<file path="config.mk">
export PLATFORM = sky130hd
export DESIGN_NAME = exc_ctrl
export DESIGN_NICKNAME = d
export VERILOG_FILES = /design/src/rtl/exc_pkg.sv /design/src/rtl/exc_select.sv /design/src/rtl/exc_target.sv /design/src/rtl/exc_state.sv /design/src/rtl/exc_ctrl.sv
export SDC_FILE = /design/constraint.sdc
export NUM_CORES = 1
export LEC_CHECK = 0
export ABC_AREA = 1
export BUFFER_PORTS_ARGS = -buffer_cell sky130_fd_sc_hd__clkbuf_2
export CAP_MARGIN = 20
export CORE_MARGIN = 5
export CORE_UTILIZATION = 30
export DETAILED_ROUTE_END_ITERATION = 6
export PLACE_DENSITY = 0.6
export SLEW_MARGIN = 5
export SYNTH_ARGS = -nofsm -noshare
export SYNTH_HDL_FRONTEND = slang
export SYNTH_SLANG_ARGS = --single-unit
export TNS_END_PERCENT = 100
</file>
<file path="constraint.sdc">
create_clock -name clk -period 2.9 [get_ports clk]
set_input_delay 0.435 -clock clk [delete_from_list [all_inputs] [get_ports clk]]
set_output_delay 0.435 -clock clk [all_outputs]
set_load 0.05 [all_outputs]
</file>
<file path="src/rtl/exc_pkg.sv">
package exc_pkg;
  // Reason code; the value 0/1 is architecturally visible.
  typedef enum logic [0:0] {
    CAUSE_UNDEF = 1'b0,
    CAUSE_OVF   = 1'b1
  } exc_cause_e;

  // Per-stage kill request, oldest stage in the least significant position.
  typedef struct packed {
    logic if_s;
    logic id_s;
    logic ex_s;
  } kill_t;
endpackage

</file>
<file path="src/rtl/exc_select.sv">
module exc_select
  import exc_pkg::*;
#(
  parameter int unsigned XLEN = 32
) (
  input  logic            id_undef_i,
  input  logic [XLEN-1:0] id_pc_i,
  input  logic            ex_ovf_i,
  input  logic [XLEN-1:0] ex_pc_i,
  output logic            take_o,
  output exc_cause_e      cause_o,
  output logic [XLEN-1:0] pc_o,
  output kill_t           kill_o
);
  // Execute holds the older instruction, so its fault outranks decode.
  always_comb begin
    take_o  = ex_ovf_i | id_undef_i;
    cause_o = CAUSE_UNDEF;
    pc_o    = id_pc_i;
    kill_o  = '0;
    if (ex_ovf_i) begin
      cause_o = CAUSE_OVF;
      pc_o    = ex_pc_i;
      kill_o  = '{if_s: 1'b1, id_s: 1'b1, ex_s: 1'b1};
    end else if (id_undef_i) begin
      kill_o  = '{if_s: 1'b1, id_s: 1'b1, ex_s: 1'b0};
    end
  end
endmodule

</file>
<file path="src/rtl/exc_target.sv">
module exc_target
  import exc_pkg::*;
#(
  parameter int unsigned     XLEN       = 32,
  parameter logic [XLEN-1:0] FIXED_ADDR = 32'h8000_0180,
  parameter logic [XLEN-1:0] VEC_BASE   = 32'hC000_0000,
  parameter logic [XLEN-1:0] VEC_STEP   = 32'h0000_0020
) (
  input  logic            vec_mode_i,
  input  exc_cause_e      cause_i,
  output logic [XLEN-1:0] target_o
);
  function automatic logic [XLEN-1:0] handler_addr(input logic vec, input exc_cause_e c);
    logic [XLEN-1:0] idx;
    idx = XLEN'(c);
    return vec ? (VEC_BASE + idx * VEC_STEP) : FIXED_ADDR;
  endfunction

  assign target_o = handler_addr(vec_mode_i, cause_i);
endmodule

</file>
<file path="src/rtl/exc_state.sv">
module exc_state
  import exc_pkg::*;
#(
  parameter int unsigned XLEN    = 32,
  parameter int unsigned PC_STEP = 4
) (
  input  logic            clk,
  input  logic            rst_n,
  input  logic            load_i,
  input  logic [XLEN-1:0] pc_i,
  input  exc_cause_e      cause_i,
  output logic [XLEN-1:0] epc_o,
  output exc_cause_e      cause_o
);
  localparam logic [XLEN-1:0] STEP = XLEN'(PC_STEP);

  function automatic logic [XLEN-1:0] next_epc(input logic [XLEN-1:0] pc);
    return pc + STEP;
  endfunction

  always_ff @(posedge clk or negedge rst_n) begin
    if (!rst_n) begin
      epc_o   <= '0;
      cause_o <= CAUSE_UNDEF;
    end else if (load_i) begin
      epc_o   <= next_epc(pc_i);
      cause_o <= cause_i;
    end
  end
endmodule

</file>
<file path="src/rtl/exc_ctrl.sv">
module exc_ctrl
  import exc_pkg::*;
#(
  parameter int unsigned     XLEN       = 32,
  parameter logic [XLEN-1:0] FIXED_ADDR = 32'h8000_0180,
  parameter logic [XLEN-1:0] VEC_BASE   = 32'hC000_0000,
  parameter logic [XLEN-1:0] VEC_STEP   = 32'h0000_0020
) (
  input  logic            clk,
  input  logic            rst_n,
  input  logic            vec_mode_i,
  input  logic            id_undef_i,
  input  logic [XLEN-1:0] id_pc_i,
  input  logic            ex_ovf_i,
  input  logic [XLEN-1:0] ex_pc_i,
  input  logic            ret_i,
  output logic            redirect_o,
  output logic [XLEN-1:0] redirect_pc_o,
  output logic            kill_if_o,
  output logic            kill_id_o,
  output logic            kill_ex_o,
  output logic [XLEN-1:0] epc_o,
  output logic            cause_o
);
  // Named internal events for the checks below.
  logic            take;
  exc_cause_e      sel_cause;
  logic [XLEN-1:0] sel_pc;
  kill_t           kill;
  logic [XLEN-1:0] handler_pc;
  exc_cause_e      cause_q;
  logic            ret_only;

  exc_select #(.XLEN(XLEN)) u_sel (
    .id_undef_i (id_undef_i),
    .id_pc_i    (id_pc_i),
    .ex_ovf_i   (ex_ovf_i),
    .ex_pc_i    (ex_pc_i),
    .take_o     (take),
    .cause_o    (sel_cause),
    .pc_o       (sel_pc),
    .kill_o     (kill)
  );

  exc_target #(
    .XLEN(XLEN), .FIXED_ADDR(FIXED_ADDR), .VEC_BASE(VEC_BASE), .VEC_STEP(VEC_STEP)
  ) u_tgt (
    .vec_mode_i (vec_mode_i),
    .cause_i    (sel_cause),
    .target_o   (handler_pc)
  );

  exc_state #(.XLEN(XLEN)) u_st (
    .clk     (clk),
    .rst_n   (rst_n),
    .load_i  (take),
    .pc_i    (sel_pc),
    .cause_i (sel_cause),
    .epc_o   (epc_o),
    .cause_o (cause_q)
  );

  assign cause_o       = cause_q;
  assign ret_only      = ret_i & ~take;
  assign redirect_o    = take | ret_i;
  assign redirect_pc_o = take ? handler_pc : epc_o;
  assign kill_if_o     = kill.if_s;
  assign kill_id_o     = kill.id_s;
  assign kill_ex_o     = kill.ex_s;

  p_undef_cause_r2: assert property (@(posedge clk) disable iff (!rst_n)
    (id_undef_i && !ex_ovf_i) |-> (!kill_ex_o && kill_id_o) ##1 (cause_o == 1'b0));
  p_ovf_cause_r3: assert property (@(posedge clk) disable iff (!rst_n)
    ex_ovf_i |=> (cause_o == 1'b1));
  p_ex_wins_r4: assert property (@(posedge clk) disable iff (!rst_n)
    (ex_ovf_i && id_undef_i) |=> (epc_o == $past(ex_pc_i) + XLEN'(4)));
  p_epc_plus4_r5: assert property (@(posedge clk) disable iff (!rst_n)
    (id_undef_i && !ex_ovf_i) |=> (epc_o == $past(id_pc_i) + XLEN'(4)));
  p_fixed_entry_r6: assert property (@(posedge clk) disable iff (!rst_n)
    ((ex_ovf_i || id_undef_i) && !vec_mode_i) |-> (redirect_pc_o == FIXED_ADDR));
  p_ret_hold_r8: assert property (@(posedge clk) disable iff (!rst_n)
    ret_only |=> ($stable(epc_o) && $stable(cause_o)));
  p_ret_target_r8: assert property (@(posedge clk) disable iff (!rst_n)
    ret_only |-> (redirect_o && redirect_pc_o == epc_o && !kill_if_o));
  p_idle_r10: assert property (@(posedge clk) disable iff (!rst_n)
    (!ret_i && !id_undef_i && !ex_ovf_i) |-> (!redirect_o && !kill_if_o && !kill_ex_o));
endmodule

</file>
# Word-level counts from Yosys, hierarchy flattened
# Index checks and enable logic that the tools add are counted.
[word_totals]
in_bits = 70
register_bits = 33
wordCells = 12
[op_classes]
bitwise = 2
n_addsub = 2
mux = 6
[ops]
columns = ["op", "n"]
rows = [
  ["two-way mux 32 bit", 3],
  ["adder 31 x 7 -> 32 bit, first input constant", 1],
  ["adder 32 x 3 -> 32 bit, second input constant", 1],
  ["two-way mux 3 bit", 2],
  ["OR 1 bit", 2],
  ["two-way mux 1 bit", 1],
]

# Logic depth before layout (Yosys ltp)
# Gate-level depths: netlist of the first run.
[depth]
ltp_word = 4
depth_mapped = 14
depth_no_buf = 13

# By module
# Synthesis of the first run repeated with hierarchy kept, for this count alone.
[unflattened]
cells_unflattened = 555
hier_area_um2 = 3261.9
[by_module_without_submodules]
columns = ["module", "area_each_um2", "cells_per_inst", "n_inst"]
rows = [
  ["exc_state", 2107.0, 306, 1],
  ["exc_select", 470.5, 109, 1],
  ["exc_ctrl", 440.4, 105, 1],
  ["exc_target", 244.0, 35, 1],
]

# Worst setup path after synthesis of the first run
# OpenSTA, ideal clock, no wires.
[synth_timing]
path_type = "input-to-output"
from = "input port ex_ovf_i"
to = "output port redirect_pc_o[7]"
slack_ps = 264
n_path_buf = 3
arrival_ps = 2201
path_stages = 6
required_ps = 2465
path_cell_list = "buf_6 -> buf_6 -> nor2_1 -> inv_2 -> buf_2 -> o21ai_0"
[synth_between]
elab_chain_len = 4
[synth_rtl]
columns = ["item", "line", "source"]
rows = [
  ["start, declared", "exc_ctrl.sv:14", "input logic ex_ovf_i,"],
  ["two-way mux 1 bit", "exc_select.sv:21", "if (ex_ovf_i) begin"],
  ["adder 31 x 7 -> 32 bit", "exc_target.sv:16", "return vec ? (VEC_BASE + idx * VEC_STEP) : FIXED_ADDR;"],
  ["two-way mux 32 bit", "exc_target.sv:16", ""],
  ["two-way mux 32 bit *", "exc_ctrl.sv:66", "assign redirect_pc_o = take ? handler_pc : epc_o;"],
  ["end, declared", "exc_ctrl.sv:18", "output logic [XLEN-1:0] redirect_pc_o,"],
]
# Mark *: on every way between the ends. The rest lies on a longest branch, timed or not.

# Final worst setup path of the first run
[layout_timing]
from = "input port ex_ovf_i"
to = "output port redirect_o"
[layout_between]
elab_chain_len = 2
[layout_rtl]
columns = ["item", "line", "source"]
rows = [
  ["OR 1 bit", "exc_select.sv:17", "take_o = ex_ovf_i | id_undef_i;"],
  ["OR 1 bit", "exc_ctrl.sv:65", "assign redirect_o = take | ret_i;"],
  ["end, declared", "exc_ctrl.sv:17", "output logic redirect_o,"],
]
# Every way passes these cells.

==> results of run 1 <==
[layout make-up]
| type | instances | area share (%) |
|---|---|---|
| clock buffer | 6 | 1.883 |
| clock inverter | 2 | 0.2597 |
| inverter | 59 | 5.942 |
| multi-input combinational | 348 | 43.12 |
| sequential | 33 | 21.43 |
| tap | 129 | 4.188 |
| timing repair buffer | 143 | 23.18 |
[worst max-delay path: stages]
cell	delay, ns
sky130_fd_sc_hd__clkbuf_2	0.25
sky130_fd_sc_hd__nor2_2	0.35
sky130_fd_sc_hd__inv_2	0.28
sky130_fd_sc_hd__or2_2	0.34
sky130_fd_sc_hd__clkbuf_2	0.24
[per-layer routing]
metal  vias to the layer above  track usage [%]
met4                         0            3.427
met3                         5            2.939
met2                       104            26.82
met1                      1408            23.23
li1                       1660                -
met5                         -                0
[flip-flops by register name (all words and copies together), names as in the netlist]
register,count
u_st.epc_o,32
u_st.cause_o,1
[worst max-delay path by stage]
stage / start / to / slack, ns
2_1_floorplan: ex_ovf_i / redirect_pc_o[7] / 0.26
3_3_place_gp: ex_ovf_i / u_st.epc_o[12] / 0.61
3_5_place_dp: ex_ovf_i / redirect_pc_o[31] / 0.57
4_1_cts: ex_ovf_i / redirect_pc_o[31] / 0.56
5_1_grt: ex_ovf_i / redirect_pc_o[31] / 0.43
6_report: ex_ovf_i / redirect_o / 0.56
[power by group]
part / switching, mW / internal (mW)
clock network: 0.173 / 0.166
registers: 0.0276 / 0.509
logic: 0.512 / 0.188
total: 0.713 / 0.863
[cells by family (layout without fill, tap and decap cells)]
logic type | Yosys count | after routing
adder cells (fa/ha/maj) | 1 | 1
AND/OR/NAND/NOR | 313 | 313
buffers and inverters | 76 | 210
XOR/XNOR | 1 | 1
AO/OA/AOI/OAI | 33 | 33
flip-flops | 33 | 33
[Yosys cell counts, types with 2 or more instances]
library cell,number,area share [%]
sky130_fd_sc_hd__buf_6,6,2.4
sky130_fd_sc_hd__o31ai_1,2,0.52
sky130_fd_sc_hd__dfrtp_1,33,29
sky130_fd_sc_hd__a31o_2,2,0.61
sky130_fd_sc_hd__nor2_4,7,2.8
sky130_fd_sc_hd__nand3_1,38,6.6
sky130_fd_sc_hd__inv_1,55,7.2
sky130_fd_sc_hd__or2_2,3,0.66
sky130_fd_sc_hd__nand3b_1,2,0.52
sky130_fd_sc_hd__nand2_1,175,23
sky130_fd_sc_hd__nor2_1,46,6.0
sky130_fd_sc_hd__buf_2,3,0.52
sky130_fd_sc_hd__buf_4,3,0.79
sky130_fd_sc_hd__inv_2,3,0.39
sky130_fd_sc_hd__nand2_2,25,5.5
sky130_fd_sc_hd__clkbuf_1,3,0.39
sky130_fd_sc_hd__o21bai_1,7,1.8
sky130_fd_sc_hd__o21ai_0,18,3.1
sky130_fd_sc_hd__nor2_2,8,1.7
sky130_fd_sc_hd__nand2_4,6,2.4
[per-stage QoR]
step	area [um^2]	instances	setup WS [ns]	hold WS, ns
2_1_floorplan	2865	457	0.2636	0.1394
3_3_place_gp	3771	712	0.6112	0.4593
3_5_place_dp	3771	712	0.5672	0.4687
4_1_cts	3854	720	0.5624	0.2791
5_1_grt	3854	720	0.4326	0.3136
6_report	3854	720	0.5610	0.2412
==> key figures, run 1 <==
Floorplan
  – Die H: 107.7 um
  – Initial core utilization: 30.86%
  – Die footprint: ~12000 um^2
  – Overall die width: roughly 110 um
  – Cell Rows: 35
  – Placeable core region: ~9300 um^2
  – I/O pin cnt: between 100 and 150

Placed design
  – Weighted congestion reported at the end of routability-driven placement: roughly 0.86
  – # port buffers: 138
  – Detailed-placement wirelength estimate: ~7900 um

Yosys
  – Synthesized instance count: 457
  – Mean cell area of the mapped netlist: between 6 and 7 um^2
  – Post-synth EDFFs: 0
  – Number of flip-flops and latches in the synthesized netlist: 33
  – Adder and majority cell fraction of the synthesized area: 0.4367%
  – Post-synthesis net count: 528
  – Top_reg_cell synth: sky130_fd_sc_hd__dfrtp_1
  – Cell variety after synth: 32
  – Share of the synthesized area in compound gates (AO/OA/AOI/OAI): under 10%
  – Sequential fraction of the synthesis area: approximately 29%
  – Number of warnings printed during yosys synthesis: 0
  – Post-Syn Area: ~2900 um^2
  – Largest family of logic cells by synthesized area: simple AND/OR/NAND/NOR gates
  – Post-synthesis simple-gate area fraction: roughly 50%
  – Async set or reset register ratio after synthesis: between 90% and 100%
  – Mux contribution to synthesized area: 0%
  – Synthesized-area fraction occupied by xor and xnor cells: 0.3057%

STA
  – Unrepaired setup endpoints after global routing: false
  – Setup_tns: 0 ns
  – Final Hold Viols: 0
  – Slew Viols, Final: 0
  – Final min period: around 2.3 ns
  – Max-Slew Margin vs Limit: 44.22%
  – Final period utilization: 80.66%
  – Actual slew at the worst max-slew pin: 0.8367 ns
  – Worst Skew: 0 ns
  – Max Clock Freq: 427.5 MHz
  – Final count of negative-setup-slack endpoints: 0

Route
  – Antenna Violating Nets Remaining: 0
  – WL final: 9304 um
  – DRC errors left: 0
  – Wire length per cell after detailed routing: 12.92 um
  – Vias after detailed routing: between 3000 and 4000
  – Met3 wirelength from detailed routing: 658 um
  – Met2 wirelength from detailed routing: 4270 um
  – Top routing layer in use: met4
  – Number of detailed-routing iterations run before antenna repair: 4
  – Post-Route M1 WL: 4306 um
  – Number of DRC markers in iteration 0: 190
  – Drt via density: 4.413

Clock tree
  – Latest clock arrival within the worst-skew pair: 0.28 ns
  – Hold-fix buffer count after cts: 0
  – Maximum clock insertion buffer count: 2
  – Buffers inserted by post-CTS timing repair: 0
  – TritonCTS buffer count: 5
  – Clock transition at the registers of the reported paths: 0.07 ns
  – Sink Count: 33
  – Clock Tree Root: sky130_fd_sc_hd__clkbuf_8
  – CTS resizes: 0
  – Clock tree from TritonCTS: done
  – H-Tree Depth: 2

Finish
  – Most frequent cells in the layout: sky130_fd_sc_hd__nand2_1, sky130_fd_sc_hd__clkbuf_2, sky130_fd_sc_hd__inv_1
  – Layout cell share with drive strength beyond 1: 35.03%
  – Area growth from synthesis to layout: 34.50%
  – Filler Cells Inserted: 1045
  – Area of the multi-input gates: about 1700 um^2
  – Post-layout net count: 661
  – Antenna diode count: 0
  – Area occupied by registers: 825.8 um^2
  – Final standard cell utilization of the core: 41.51%
  – Leading cell type in the layout, fill and taps excluded: sky130_fd_sc_hd__nand2_1

GRT
  – Grt total ovfl: 0
  – Via count of the first global-routing pass: 3107
  – Global-route wire length before repair: between 15000 and 20000 um
  – Largest net degree at the start of global routing: 34
  – Initial antenna violation count: 0
  – Gr usage total: 16.63%

Pwr
  – Leak pwr: 2.221 nW
  – Total power per unit cell area: 408.9 nW/um^2
  – Maximum resistive drop on vdd: 0.0001439 V
  – Overall power after layout: 1.576 mW

Outcome
  – Result of the run: finished clean

Setup path
  – Required time of the worst setup path: 2.47 ns
  – R2R setup slack: approximately 2.0 ns
  – Reg-to-reg critical path startpoint: u_st.epc_o[10]
  – Critical setup path kind: input pin to output port
  – Arrival time of the worst setup path: 1.90 ns
  – Kind of start point of the critical path: input pin
  – Register-to-Register Path Depth: 3
  – Largest driver fanout on the critical path: 26
  – RR Endpoint: u_st.epc_o[10]
  – Sort of element at the end of the critical path: output port

Worst hold path
  – Tightest Hold Check Type: input pin to async pin

Run
  – Maximum capacitance violations: 0
No activity file was read; power rests on OpenSTA's default activity.
==> run 2, diff against run 1 <==
- clock period: 2.9 -> 2.35 ns (I/O delays scaled with it)
==> key figures, run 2 (synthesis results as in run 1) <==
STA
  – Final period utilization: a little over four fifths
  – Worst Skew: 0 ns (unchanged)
  – Final Hold Viols: 0 (unchanged)
  – Max Clock Freq: 511.1 MHz
  – Max-Slew Margin vs Limit: 41.63% (was 44.22%)
  – Slew Viols, Final: 0 (unchanged)
  – Final min period: 1.957 ns
  – Final count of negative-setup-slack endpoints: 0 (unchanged)
  – Unrepaired setup endpoints after global routing: false (unchanged)
  – Setup_tns: 0 ns (unchanged)
  – Actual slew at the worst max-slew pin: 0.8756 ns (was 0.8367 ns)

Pwr
  – Maximum resistive drop on vdd: 0.0001443 V (was 0.0001439 V)
  – Share of power burned in the clock network: 21.6% (was 21.5%)
  – Proportion of total power due to net switching: 45.35% (was 45.22%)
  – Combinational share of power: 45.4% (was 44.4%)
  – Leak pwr: 2.265 nW (was 2.221 nW)
  – Total power per unit cell area: 494.2 nW/um^2 (was 408.9 nW/um^2)
  – Flop pwr share: 33.1% (was 34.1%)
  – Power spent charging and discharging nets: 906.9 uW (was 712.5 uW)
  – Internal Dissipation: 1.093 mW (was 863.2 uW)

Clock tree
  – Clock tree from TritonCTS: done (unchanged)
  – TritonCTS buffer count: 5 (unchanged)
  – Buffers inserted by post-CTS timing repair: 0 (unchanged)
  – Clock transition at the registers of the reported paths: 0.08 ns (was 0.07 ns)
  – CTS resizes: 0 (unchanged)
  – H-Tree Depth: 2 (unchanged)
  – Sink Count: 33 (unchanged)
  – Clock Tree Root: sky130_fd_sc_hd__clkbuf_8 (unchanged)
  – Latest clock arrival within the worst-skew pair: 0.28 ns (about the same)
  – Hold-fix buffer count after cts: 0 (unchanged)
  – Maximum clock insertion buffer count: 2 (unchanged)

Setup path
  – Required time of the worst setup path: 2.00 ns (was 2.47 ns)
  – Cell with the biggest individual delay on the critical path: sky130_fd_sc_hd__buf_4 (was sky130_fd_sc_hd__nor2_2)
  – Kind of start point of the critical path: input pin (unchanged)
  – Worst-path cell chain: clkbuf_2 -> nor2_2 -> buf_4 -> nand2_1 -> o21ai_0 -> clkbuf_2 (was clkbuf_2 -> nor2_2 -> inv_2 -> or2_2 -> clkbuf_2)
  – Cell family with most CP delay: buffers and inverters (unchanged)
  – Sort of element at the end of the critical path: output port (unchanged)
  – Arrival time of the worst setup path: 1.60 ns (was 1.90 ns)
  – Biggest cell delay along the critical path: 0.33 ns (was 0.35 ns)
  – Crit path depth: 6 (was 5)
  – R2R setup slack: 1.50 ns (was 2.01 ns)
  – Crit path top cell by count: sky130_fd_sc_hd__clkbuf_2 (unchanged)
  – Register-to-Register Path Depth: 3 (unchanged)
  – Number of buffer and inverter stages on the critical path: 3 (unchanged)
  – RR Endpoint: u_st.epc_o[10] (unchanged)
  – Critical setup path kind: input pin to output port (unchanged)
  – Largest driver fanout on the critical path: 29 (was 26)
  – End point of the critical path: redirect_pc_o[30] (was redirect_o)
  – Reg-to-reg critical path startpoint: u_st.epc_o[10] (unchanged)
  – Crit. Startpoint: ex_ovf_i (unchanged)

Finish
  – Most frequent cells in the layout: sky130_fd_sc_hd__nand2_1, sky130_fd_sc_hd__clkbuf_2, sky130_fd_sc_hd__inv_1 (unchanged)
  – Layout cell share with drive strength beyond 1: 36.04% (was 35.03%)
  – Post-layout net count: 661 (unchanged)
  – Filler Cells Inserted: 1018 (was 1045)
  – Area of the multi-input gates: 1677 um^2 (was 1662 um^2)
  – Biggest register: u_st.epc_o (unchanged)
  – Number of flip-flops under the largest register name: 32 (unchanged)
  – Total non-filler cell area in the finished layout: 4046 um^2 (was 3854 um^2)
  – Area occupied by registers: 825.8 um^2 (unchanged)
  – Largest registers: u_st.epc_o (32), u_st.cause_o (1) (unchanged)
  – Antenna diode count: 0 (unchanged)
  – Leading cell type in the layout, fill and taps excluded: sky130_fd_sc_hd__nand2_1 (unchanged)
  – Area growth from synthesis to layout: 41.22% (was 34.50%)

Route
  – Vias after detailed routing: 3180 (was 3177)
  – Drt via density: 4.417 (was 4.413)
  – DRC errors left: 0 (unchanged)
  – Number of DRC markers in iteration 0: 227 (was 190)
  – Met3 wirelength from detailed routing: 562 um (was 658 um)
  – Number of detailed-routing iterations run before antenna repair: 4 (unchanged)
  – Antenna Violating Nets Remaining: 0 (unchanged)
  – Post-Route M1 WL: 4819 um (was 4306 um)
  – Top routing layer in use: met4 (unchanged)
  – Wire length per cell after detailed routing: 13.91 um (was 12.92 um)
  – Met2 wirelength from detailed routing: 4524 um (was 4270 um)
  – WL final: 10020 um (was 9304 um)

Floorplan
  – Die H: 107.7 um (unchanged)
  – Initial core utilization: 30.86% (unchanged)
  – Die footprint: 11610 um^2 (unchanged)
  – Overall die width: 107.7 um (unchanged)
  – I/O pin cnt: 139 (unchanged)
  – Cell Rows: 35 (unchanged)
  – Placeable core region: 9284 um^2 (unchanged)

Placed design
  – # port buffers: 138 (unchanged)
  – Placed inst area: 3964 um^2 (was 3771 um^2)
  – Weighted congestion reported at the end of routability-driven placement: 0.9041 (was 0.8602)
  – Detailed-placement wirelength estimate: 8310 um (was 7853 um)

GRT
  – Via count of the first global-routing pass: 3128 (was 3107)
  – Gr usage total: 17.50% (was 16.63%)
  – Global-route wire length before repair: 15980 um (was 15430 um)
  – Grt total ovfl: 0 (unchanged)
  – Largest net degree at the start of global routing: 34 (unchanged)
  – Initial antenna violation count: 0 (unchanged)

Outcome
  – Result of the run: finished clean (unchanged)

Worst hold path
  – Tightest Hold Check Type: input pin to async pin (unchanged)

Run
  – Maximum capacitance violations: 0 (unchanged)
run 2: area by class of cell:
cell class                 instances  share of cell area [%]
inverter                          59                   5.659
tap                              129                   3.989
clock buffer                       6                   1.793
multi-input combinational        348                   41.43
clock inverter                     2                  0.2474
timing repair buffer             143                   26.47
sequential                        33                   20.41
run 2: worst min-delay path by stage:
stage | from | endpoint | depth (start not counted)
floorplan | rst_n | u_st.cause_o | 0
global placement | u_st.cause_o | u_st.cause_o | 2
detailed placement | u_st.cause_o | u_st.cause_o | 2
CTS | rst_n | u_st.cause_o | 1
global route | rst_n | u_st.epc_o[27] | 1
finish | rst_n | u_st.epc_o[24] | 1
run 2: power groups by stage:
stage,Combinational [mW],Sequential (mW),Clock (mW)
after CTS,0.917,0.662,0.445
after global placement,0.909,0.672,0
after floorplan,0.400,0.885,0
final,0.907,0.662,0.431
after detailed placement,0.915,0.673,0
after global routing,0.974,0.669,0.467
run 2: metal layers:
metal  global-route usage [%]  vias to the layer above
met3                    2.759                        9
met2                    28.37                       97
met5                        0                        -
met1                    24.26                     1416
li1                         -                     1658
met4                    4.238                        0
run 2: through the flow:
stage	hold WS, ns	worst slack (ns)	instances	util [%]	total power [mW]
finish	0.1706	0.3933	720	43.58	2.000
global route	0.2475	0.1781	720	43.58	2.110
CTS	0.2028	0.3848	720	43.58	2.024
detailed placement	0.4617	0.1251	712	42.70	1.588
global placement	0.4576	0.1386	712	42.70	1.582
floorplan	0.05691	-0.1214	457	-	1.285
